$ cat src/rtl/vgc_pkg.sv
package vgc_pkg;

  typedef enum logic [1:0] {
    VGC_IDLE  = 2'd0,
    VGC_COUNT = 2'd1,
    VGC_PICK  = 2'd2,
    VGC_HOLD  = 2'd3
  } vgc_state_e;

  function automatic int score_width(input int group_bits);
    return $clog2(group_bits + 1);
  endfunction

  function automatic int index_width(input int classes);
    return (classes < 2) ? 1 : $clog2(classes);
  endfunction

endpackage

$ cat src/rtl/vgc_shift_feed.sv
// Holds the accepted vector and moves it toward bit 0 one place per cycle.
// Tap i always shows the next unvisited bit of slice i.
module vgc_shift_feed #(
  parameter int NUM_CLASSES = 10,
  parameter int GROUP_BITS  = 100
) (
  input  logic                              clk,
  input  logic                              rst_n,
  input  logic                              load,
  input  logic                              shift,
  input  logic [NUM_CLASSES*GROUP_BITS-1:0] load_bits,
  output logic [NUM_CLASSES-1:0]            taps
);
  localparam int TOTAL = NUM_CLASSES * GROUP_BITS;

  logic [TOTAL-1:0] vec_q;

  always_ff @(posedge clk or negedge rst_n) begin
    if (!rst_n) begin
      vec_q <= '0;
    end else if (load) begin
      vec_q <= load_bits;
    end else if (shift) begin
      vec_q <= {1'b0, vec_q[TOTAL-1:1]};
    end
  end

  // Bits from the slice above spill into position i*G - 1 and above,
  // which the tap never reads before the slice is fully visited.
  for (genvar i = 0; i < NUM_CLASSES; i++) begin : g_tap
    assign taps[i] = vec_q[i*GROUP_BITS];
  end

endmodule

$ cat src/rtl/vgc_bit_counter.sv
// Running count that grows by one input bit per step, through a ripple
// chain of half adders (no wide adder).
module vgc_bit_counter #(
  parameter int WIDTH = 7
) (
  input  logic             clk,
  input  logic             rst_n,
  input  logic             clear,
  input  logic             step,
  input  logic             bit_in,
  output logic [WIDTH-1:0] count
);
  logic [WIDTH:0]   carry;
  logic [WIDTH-1:0] sum;

  assign carry[0] = bit_in;
  for (genvar j = 0; j < WIDTH; j++) begin : g_ha
    assign sum[j]     = count[j] ^ carry[j];
    assign carry[j+1] = count[j] & carry[j];
  end

  always_ff @(posedge clk or negedge rst_n) begin
    if (!rst_n) begin
      count <= '0;
    end else if (clear) begin
      count <= '0;
    end else if (step) begin
      count <= sum;
    end
  end

endmodule

$ cat src/rtl/vgc_max_pick.sv
// Linear scan for the largest score. A strict compare keeps the earliest
// index on ties.
module vgc_max_pick #(
  parameter int NUM_CLASSES = 10,
  parameter int SW          = 7,
  parameter int IW          = 4
) (
  input  logic [NUM_CLASSES*SW-1:0] scores,
  output logic [IW-1:0]             win_idx
);
  logic [SW-1:0] best;

  always_comb begin
    best    = scores[SW-1:0];
    win_idx = '0;
    for (int i = 1; i < NUM_CLASSES; i++) begin
      if (scores[i*SW +: SW] > best) begin
        best    = scores[i*SW +: SW];
        win_idx = IW'(i);
      end
    end
  end

endmodule

$ cat src/rtl/vote_group_classifier.sv
module vote_group_classifier
  import vgc_pkg::*;
#(
  parameter int NUM_CLASSES = 10,
  parameter int GROUP_BITS  = 100
) (
  input  logic                                                clk,
  input  logic                                                rst_n,
  input  logic                                                in_valid,
  output logic                                                in_ready,
  input  logic [NUM_CLASSES*GROUP_BITS-1:0]                   in_bits,
  output logic                                                out_valid,
  input  logic                                                out_ready,
  output logic [index_width(NUM_CLASSES)-1:0]                 out_class,
  output logic [NUM_CLASSES*score_width(GROUP_BITS)-1:0]      out_scores
);
  localparam int SW  = score_width(GROUP_BITS);
  localparam int IW  = index_width(NUM_CLASSES);
  localparam int PW  = $clog2(GROUP_BITS + 1);
  localparam logic [PW-1:0] LAST_POS = PW'(GROUP_BITS - 1);

  vgc_state_e state_q;
  logic [PW-1:0] pos_q;
  logic [IW-1:0] win_idx;
  logic [IW-1:0] class_q;
  logic [NUM_CLASSES-1:0] taps;
  logic accept, counting;

  assign in_ready = (state_q == VGC_IDLE);
  assign accept   = in_valid && in_ready;
  assign counting = (state_q == VGC_COUNT);

  always_ff @(posedge clk or negedge rst_n) begin
    if (!rst_n) begin
      state_q <= VGC_IDLE;
      pos_q   <= '0;
      class_q <= '0;
    end else begin
      case (state_q)
        VGC_IDLE: begin
          if (accept) begin
            state_q <= VGC_COUNT;
            pos_q   <= '0;
          end
        end
        VGC_COUNT: begin
          if (pos_q == LAST_POS) begin
            state_q <= VGC_PICK;
          end
          pos_q <= pos_q + 1'b1;
        end
        VGC_PICK: begin
          class_q <= win_idx;
          state_q <= VGC_HOLD;
        end
        VGC_HOLD: begin
          if (out_ready) begin
            state_q <= VGC_IDLE;
          end
        end
        default: state_q <= VGC_IDLE;
      endcase
    end
  end

  vgc_shift_feed #(
    .NUM_CLASSES(NUM_CLASSES),
    .GROUP_BITS (GROUP_BITS)
  ) u_feed (
    .clk      (clk),
    .rst_n    (rst_n),
    .load     (accept),
    .shift    (counting),
    .load_bits(in_bits),
    .taps     (taps)
  );

  for (genvar i = 0; i < NUM_CLASSES; i++) begin : g_cls
    vgc_bit_counter #(
      .WIDTH(SW)
    ) u_cnt (
      .clk   (clk),
      .rst_n (rst_n),
      .clear (accept),
      .step  (counting),
      .bit_in(taps[i]),
      .count (out_scores[i*SW +: SW])
    );
  end

  vgc_max_pick #(
    .NUM_CLASSES(NUM_CLASSES),
    .SW         (SW),
    .IW         (IW)
  ) u_pick (
    .scores (out_scores),
    .win_idx(win_idx)
  );

  assign out_valid = (state_q == VGC_HOLD);
  assign out_class = class_q;

endmodule

$ cat config.mk
export PLATFORM = sky130hd
export DESIGN_NAME = vote_group_classifier
export DESIGN_NICKNAME = d
export VERILOG_FILES = /design/src/rtl/vgc_pkg.sv /design/src/rtl/vgc_shift_feed.sv /design/src/rtl/vgc_bit_counter.sv /design/src/rtl/vgc_max_pick.sv /design/src/rtl/vote_group_classifier.sv
export SDC_FILE = /design/constraint.sdc
export NUM_CORES = 2
export LEC_CHECK = 0
export ABC_AREA = 1
export BUFFER_PORTS_ARGS = -buffer_cell sky130_fd_sc_hd__buf_4
export CORE_MARGIN = 2
export CORE_UTILIZATION = 29
export CTS_CLUSTER_DIAMETER = 120
export DETAILED_ROUTE_END_ITERATION = 10
export PLACE_DENSITY = 0.48
export SYNTH_ARGS = -nofsm -noshare
export SYNTH_HDL_FRONTEND = slang
export SYNTH_HIERARCHICAL = 1
export SYNTH_SLANG_ARGS = --single-unit
$ cat constraint.sdc
create_clock -name clk -period 11 [get_ports clk]
set_input_delay 1.65 -clock clk [delete_from_list [all_inputs] [get_ports clk]]
set_output_delay 1.65 -clock clk [all_outputs]
set_load 0.05 [all_outputs]
## Word-level counts from Yosys, hierarchy flattened

Index checks and enable logic that the tools add are counted.

- Logic and storage cells: 212
- Register bits: 1083
- Output and inout bits: 76
- Input bits: 1004

- Add/subtract/negate cells: 1
- Muxes and demuxes: 45
- Order comparisons: 9
- Equal/unequal tests: 7
- Reductions and logical operators: 6
- Bitwise operators: 130

Operator list:

| kind | count |
|---|---|
| 1000-bit 2-to-1 mux | 2 |
| 7-bit 2-to-1 mux | 29 |
| 1-bit bitwise XOR | 70 |
| 7-bit > comparator | 9 |
| 1-bit AND | 60 |
| 7-bit case mux with 2 select lines | 1 |
| 3-bit 2-to-1 mux | 4 |
| 2-bit 2-to-1 mux | 5 |
| 4-bit 2-to-1 mux | 2 |
| 2-bit case mux with 4 select lines | 1 |
| 7-bit by 1-bit adder with 7-bit output, second input constant | 1 |
| 7-bit equality test, second input constant | 1 |
| 2-bit by 1-bit != test with 1-bit output, second input constant | 3 |
| 2-bit equality test, second input constant | 2 |
| 2-bit nonzero test | 2 |
| 3-bit AND reduction | 1 |
| 2-bit by 1-bit equality test with 1-bit output, second input constant | 1 |
| 2-bit zero test | 1 |
| 2-bit AND reduction | 1 |
| 1-bit logical AND | 1 |
| 1-bit 2-to-1 mux | 1 |

## Logic depth before layout (Yosys ltp)

- Word-level depth: 18
- Depth in mapped cells: 91

## Cells and area by module

The synthesis kept the hierarchy.

By module, submodules not included:

| module | times used | seq. area each (um2) | area each (um2) | cells an instance |
|---|---|---|---|---|
| vgc_shift_feed | 1 | 25024.0 | 44631.6 | 5454 |
| vgc_bit_counter | 10 | 175.2 | 369.1 | 38 |
| vgc_max_pick | 1 | 0.0 | 2422.3 | 400 |
| vote_group_classifier | 1 | 325.3 | 713.2 | 93 |

## Worst setup path before layout

Ideal clock, no wire load.

- Path kind: reg2reg
- From: register g_cls[0].u_cnt.count[6]
- To: register class_q[1] (netlist: out_class[1])
- Setup time: 65 ps
- Stages on the path, launching flop included: 83
- Path buffers: 7
- Arrival time: 11617 ps
- Setup slack: -682 ps
- Path through: dfrtp_1 -> inv_1 -> ha_1 -> nand2_1 -> inv_1 -> a21oi_1 -> nand2_2 -> nand2_2 -> clkbuf_1 -> o21ai_0 -> ha_1 -> a21o_1 -> a21oi_1 -> nand2_1 -> inv_2 -> nand2_2 -> nand2_2 -> clkbuf_1 -> (+47 left out) -> ha_1 -> a21oi_1 -> a21oi_1 -> a211oi_1 -> inv_1 -> nand2_1 -> clkbuf_1 -> nand3_1 -> nand2_1 -> ha_1 -> a21oi_1 -> o21ai_0 -> nor3b_1 -> o2bb2ai_1 -> nand2_1 -> a21oi_1 -> nand2_1 -> nand2_1

- Word-level cells in the longest chain between the ends: 18

RTL lines:

| element | RTL line | text |
|---|---|---|
| start, declared | vgc_bit_counter.sv:11 | `output logic [WIDTH-1:0] count` |
| start signal, assigned | vgc_bit_counter.sv:28 | `count <= sum;` |
| 7-bit > comparator | vgc_max_pick.sv:17 | `if (scores[i*SW +: SW] > best) begin` |
| 7-bit 2-to-1 mux * | vgc_max_pick.sv:17 |  |
| 7-bit > comparator | vgc_max_pick.sv:17 |  |
| 7-bit 2-to-1 mux | vgc_max_pick.sv:17 |  |
| 7-bit > comparator | vgc_max_pick.sv:17 |  |
| 7-bit 2-to-1 mux | vgc_max_pick.sv:17 |  |
| 7-bit > comparator | vgc_max_pick.sv:17 |  |
| 7-bit 2-to-1 mux | vgc_max_pick.sv:17 |  |
| (+3 left out) | - |  |
| 7-bit 2-to-1 mux | vgc_max_pick.sv:17 |  |
| 7-bit > comparator | vgc_max_pick.sv:17 |  |
| 7-bit 2-to-1 mux | vgc_max_pick.sv:17 |  |
| 7-bit > comparator | vgc_max_pick.sv:17 |  |
| 7-bit 2-to-1 mux | vgc_max_pick.sv:17 |  |
| 7-bit > comparator | vgc_max_pick.sv:17 |  |
| 4-bit 2-to-1 mux * | vgc_max_pick.sv:17 |  |
| via win_idx[1] | vote_group_classifier.sv:24 | `logic [IW-1:0] win_idx;` |
| end signal, assigned | vote_group_classifier.sv:53 | `class_q <= win_idx;` |
| end, declared | vote_group_classifier.sv:25 | `logic [IW-1:0] class_q;` |

The timed path passes the listed nets; every way through them passes the cells marked *.
A chain may end at the register's enable or synchronous reset.

## Worst setup path after layout

- From: register g_cls[0].u_cnt.count[5]
- To: register class_q[2] (netlist: out_class[2])

- Word-level cells in the longest chain between the ends: 18

RTL lines:

| element | RTL line |
|---|---|
| 7-bit > comparator | vgc_max_pick.sv:17 |
| 7-bit 2-to-1 mux * | vgc_max_pick.sv:17 |
| 7-bit > comparator | vgc_max_pick.sv:17 |
| 7-bit 2-to-1 mux * | vgc_max_pick.sv:17 |
| 7-bit > comparator | vgc_max_pick.sv:17 |
| 7-bit 2-to-1 mux * | vgc_max_pick.sv:17 |
| 7-bit > comparator | vgc_max_pick.sv:17 |
| 7-bit 2-to-1 mux | vgc_max_pick.sv:17 |
| (+3 left out) | - |
| 7-bit 2-to-1 mux | vgc_max_pick.sv:17 |
| 7-bit > comparator | vgc_max_pick.sv:17 |
| 7-bit 2-to-1 mux | vgc_max_pick.sv:17 |
| 7-bit > comparator | vgc_max_pick.sv:17 |
| 7-bit 2-to-1 mux | vgc_max_pick.sv:17 |
| 7-bit > comparator | vgc_max_pick.sv:17 |
| 4-bit 2-to-1 mux * | vgc_max_pick.sv:17 |
| via win_idx[2] | vote_group_classifier.sv:24 |

Marks and branches as above.

==> qor.yml <==
status:
  outcome: "complete, no violations"
global_route:
  gr-usage-all-layers_pct: 21.12
  grt_pass1_vias: 47370
  grt_pass1_wl_mm: 295.5
  met1_usage_pct: 26.63
  grt-ovfl-total: 0
  busiest_layer: "met2"
  grt_max_degree: 198
  grtUsageMet3_pct: 5.173
  met2_usage_pct: 34.44
  antenna_found_initial: 84
detailed_routing:
  wire_per_inst_um: 20.31
  drt-initial-drc-count: 4130
  drtPass1Iterations: 6
  viasPerCell: 4.960
  via_count: 48250
  drc: 0
  ant_nets: 0
  drt-total-wl_mm: 197.5
worst_setup_path:
  crit_fanout: 8
  crit_family: "simple AND/OR/NAND/NOR gates"
  slowest_delay_ps: 410
  worstSetupPathType: "reg -> reg"
  slowest_stage: "dfrtp_2"
  cp_num_buf_inv: 12
  path_common_cell: "nand2_1"
  cp.arrival_ps: 11100
  required_ps: 11700
  startpoint_type: "register"
  cp-end-kind: "register"
floorplanning:
  fp.dieH_um: 425.2
  die_x_um: 425.2
  die_area_mm2: 0.1808
  num_io_pins: 1080
  fp.coreArea_mm2: 0.1763
  initial_core_util_pct: 29.19
  rows: 154
sta:
  worst_slew_pin_slew_ps: 1103
  max_freq_ghz: 0.09619
  period_needed_ps: 10400
  finalClockSkew_ps: 35.49
  whs_ps: 480.2
  drv_slew: 0
  post-route-period-util_pct: 94.51
  setup_viol: 0
  relSlewSlack_pct: 26.45
  final-hold-violation-count: 0
  totalNegativeSetupSlack_ps: 0
layout:
  layout_commonest_cell: "nand2_1"
  final_cell_mix: "2,231 x nand2_1, 2,116 x nand3_1, 1,206 x buf_4, 1,073 x dfrtp_1, 139 x clkbuf_16"
  register_area_mm2: 0.02711
  fin_nets: 8347
  multi_input_area_mm2: 0.02246
  fin_area_mm2: 0.06665
  drive_above_1_share_pct: 21.81
  area_growth_pct: 29.53
  n_fill_cell: 18560
job:
  drv_cap: 0
clocking:
  htree_levels: 4
  cts_buffers: 134
  clockBufferDepth: 3
  numClockSinks: 1083
  clk_pin_slew_worst_paths_ps: 60
  worstSkewPairLatency_ps: 790
  root_buffer: "clkbuf_16"
  tritoncts: "done"
  cts_hold_buf: 0
placed_design:
  dpl.hpwl_mm: 136.3
  port_buffers: 1079
  placedInstanceArea_mm2: 0.06143
  place_congestion: 0.8787
synth:
  syn_area_mm2: 0.05146
  ys_seq_area_share_pct: 52.67
  ys_ff_latch: 1083
  yosys_warnings: 6
  synth.avg_cell_area_um2: 8.133
  ys_types: 37
  synthCells: 6327
  synth_nets: 7453
worst_hold_path:
  min_path_type: "reg -> reg"
[logic make-up (layout without fill, tap and decap cells)]
group,Yosys count,after routing,share of synthesized area (%)
compound gates,93,93,0.9775
xor+xnor,1,1,0.01702
fa+ha+maj,122,122,2.966
buf+inv,547,1540,4.861
flops,1083,1083,52.67
other cells,0,62,0
simple gates,4481,4487,38.51
[cell type report]
cell class,count,area share (%)
sequential,1083,40.68
multi-input combinational,4703,33.69
timing repair buffer,1222,14.02
clock buffer,214,6.152
tap,2340,4.393
inverter,77,0.4693
clock inverter,27,0.3661
antenna,62,0.2328
[stage by stage]
stage               util [%]  std cells  setup slack (ps)
CTS                    37.31       9643             21.84
detailed placement     34.84       9402            -125.6
finish                 37.80       9728             604.3
floorplan                  -       6327             1.375
global route           37.80       9723            -91.03
global placement       34.84       9402            -120.3
[repair_timing]
item / CTS / global route
pin swaps: 1 / 70
endpoints found under the setup margin: 4 / 4
setup buffers: 0 / 17
gates resized for setup: 10 / 134
gates cloned: 0 / 6
[worst paths after layout]
check	start	endpoint	slack [ps]	cells past startpoint
max in group asynchronous	rst_n	g_cls[1].u_cnt/count[5]	7690	3
setup / recovery	g_cls[0].u_cnt/count[5]	out_class[2]	600	77
hold reg to reg	u_feed/vec_q[593]	u_feed/vec_q[593]	480	2
min in group asynchronous	rst_n	u_feed/vec_q[154]	940	1
hold / removal	u_feed/vec_q[593]	u_feed/vec_q[593]	480	2
setup reg to reg	g_cls[0].u_cnt/count[5]	out_class[2]	600	77
[sequential cells by signal, summed over array words and instances (netlist names)]
register / flops
g_cls.u_cnt/count: 70
u_feed/vec_q: 1000
out_class: 4
pos_q: 7
state_q: 2
[Yosys cell counts, drive strengths merged]
master	instances	share of area [%]
ha	122	3.0
nand3	2120	21
nor3b	1	0.015
dfrtp	1083	53
nand4	15	0.22
a21oi	40	0.39
buf	286	3.0
o2bb2ai	1	0.017
clkbuf	184	1.3
and2	6	0.073
o21a	4	0.058
nor3	1	0.0097
xor2	1	0.017
nand2	2277	17
nor2	45	0.52
o22ai	1	0.012
a211oi	1	0.015
or2	5	0.061
nand3b	3	0.051
and3	8	0.097
inv	77	0.57
o21ai	38	0.37
a21o	8	0.12
[tightest hold or removal path: stages (launching register included)]
cell and delay (ps):
dfrtp_1 340, nand2_1 50, nand3_1 50
[per-layer routing]
| layer | part of all wire (%) | wire, um |
|---|---|---|
| met2 | 49 | 97760 |
| met5 | 0.17 | 333 |
| met3 | 5.9 | 11630 |
| met4 | 2.9 | 5734 |
| met1 | 42 | 82090 |
Power is not shown: default switching activity piles up to over one toggle a cycle in this logic, so the estimate is an artifact.
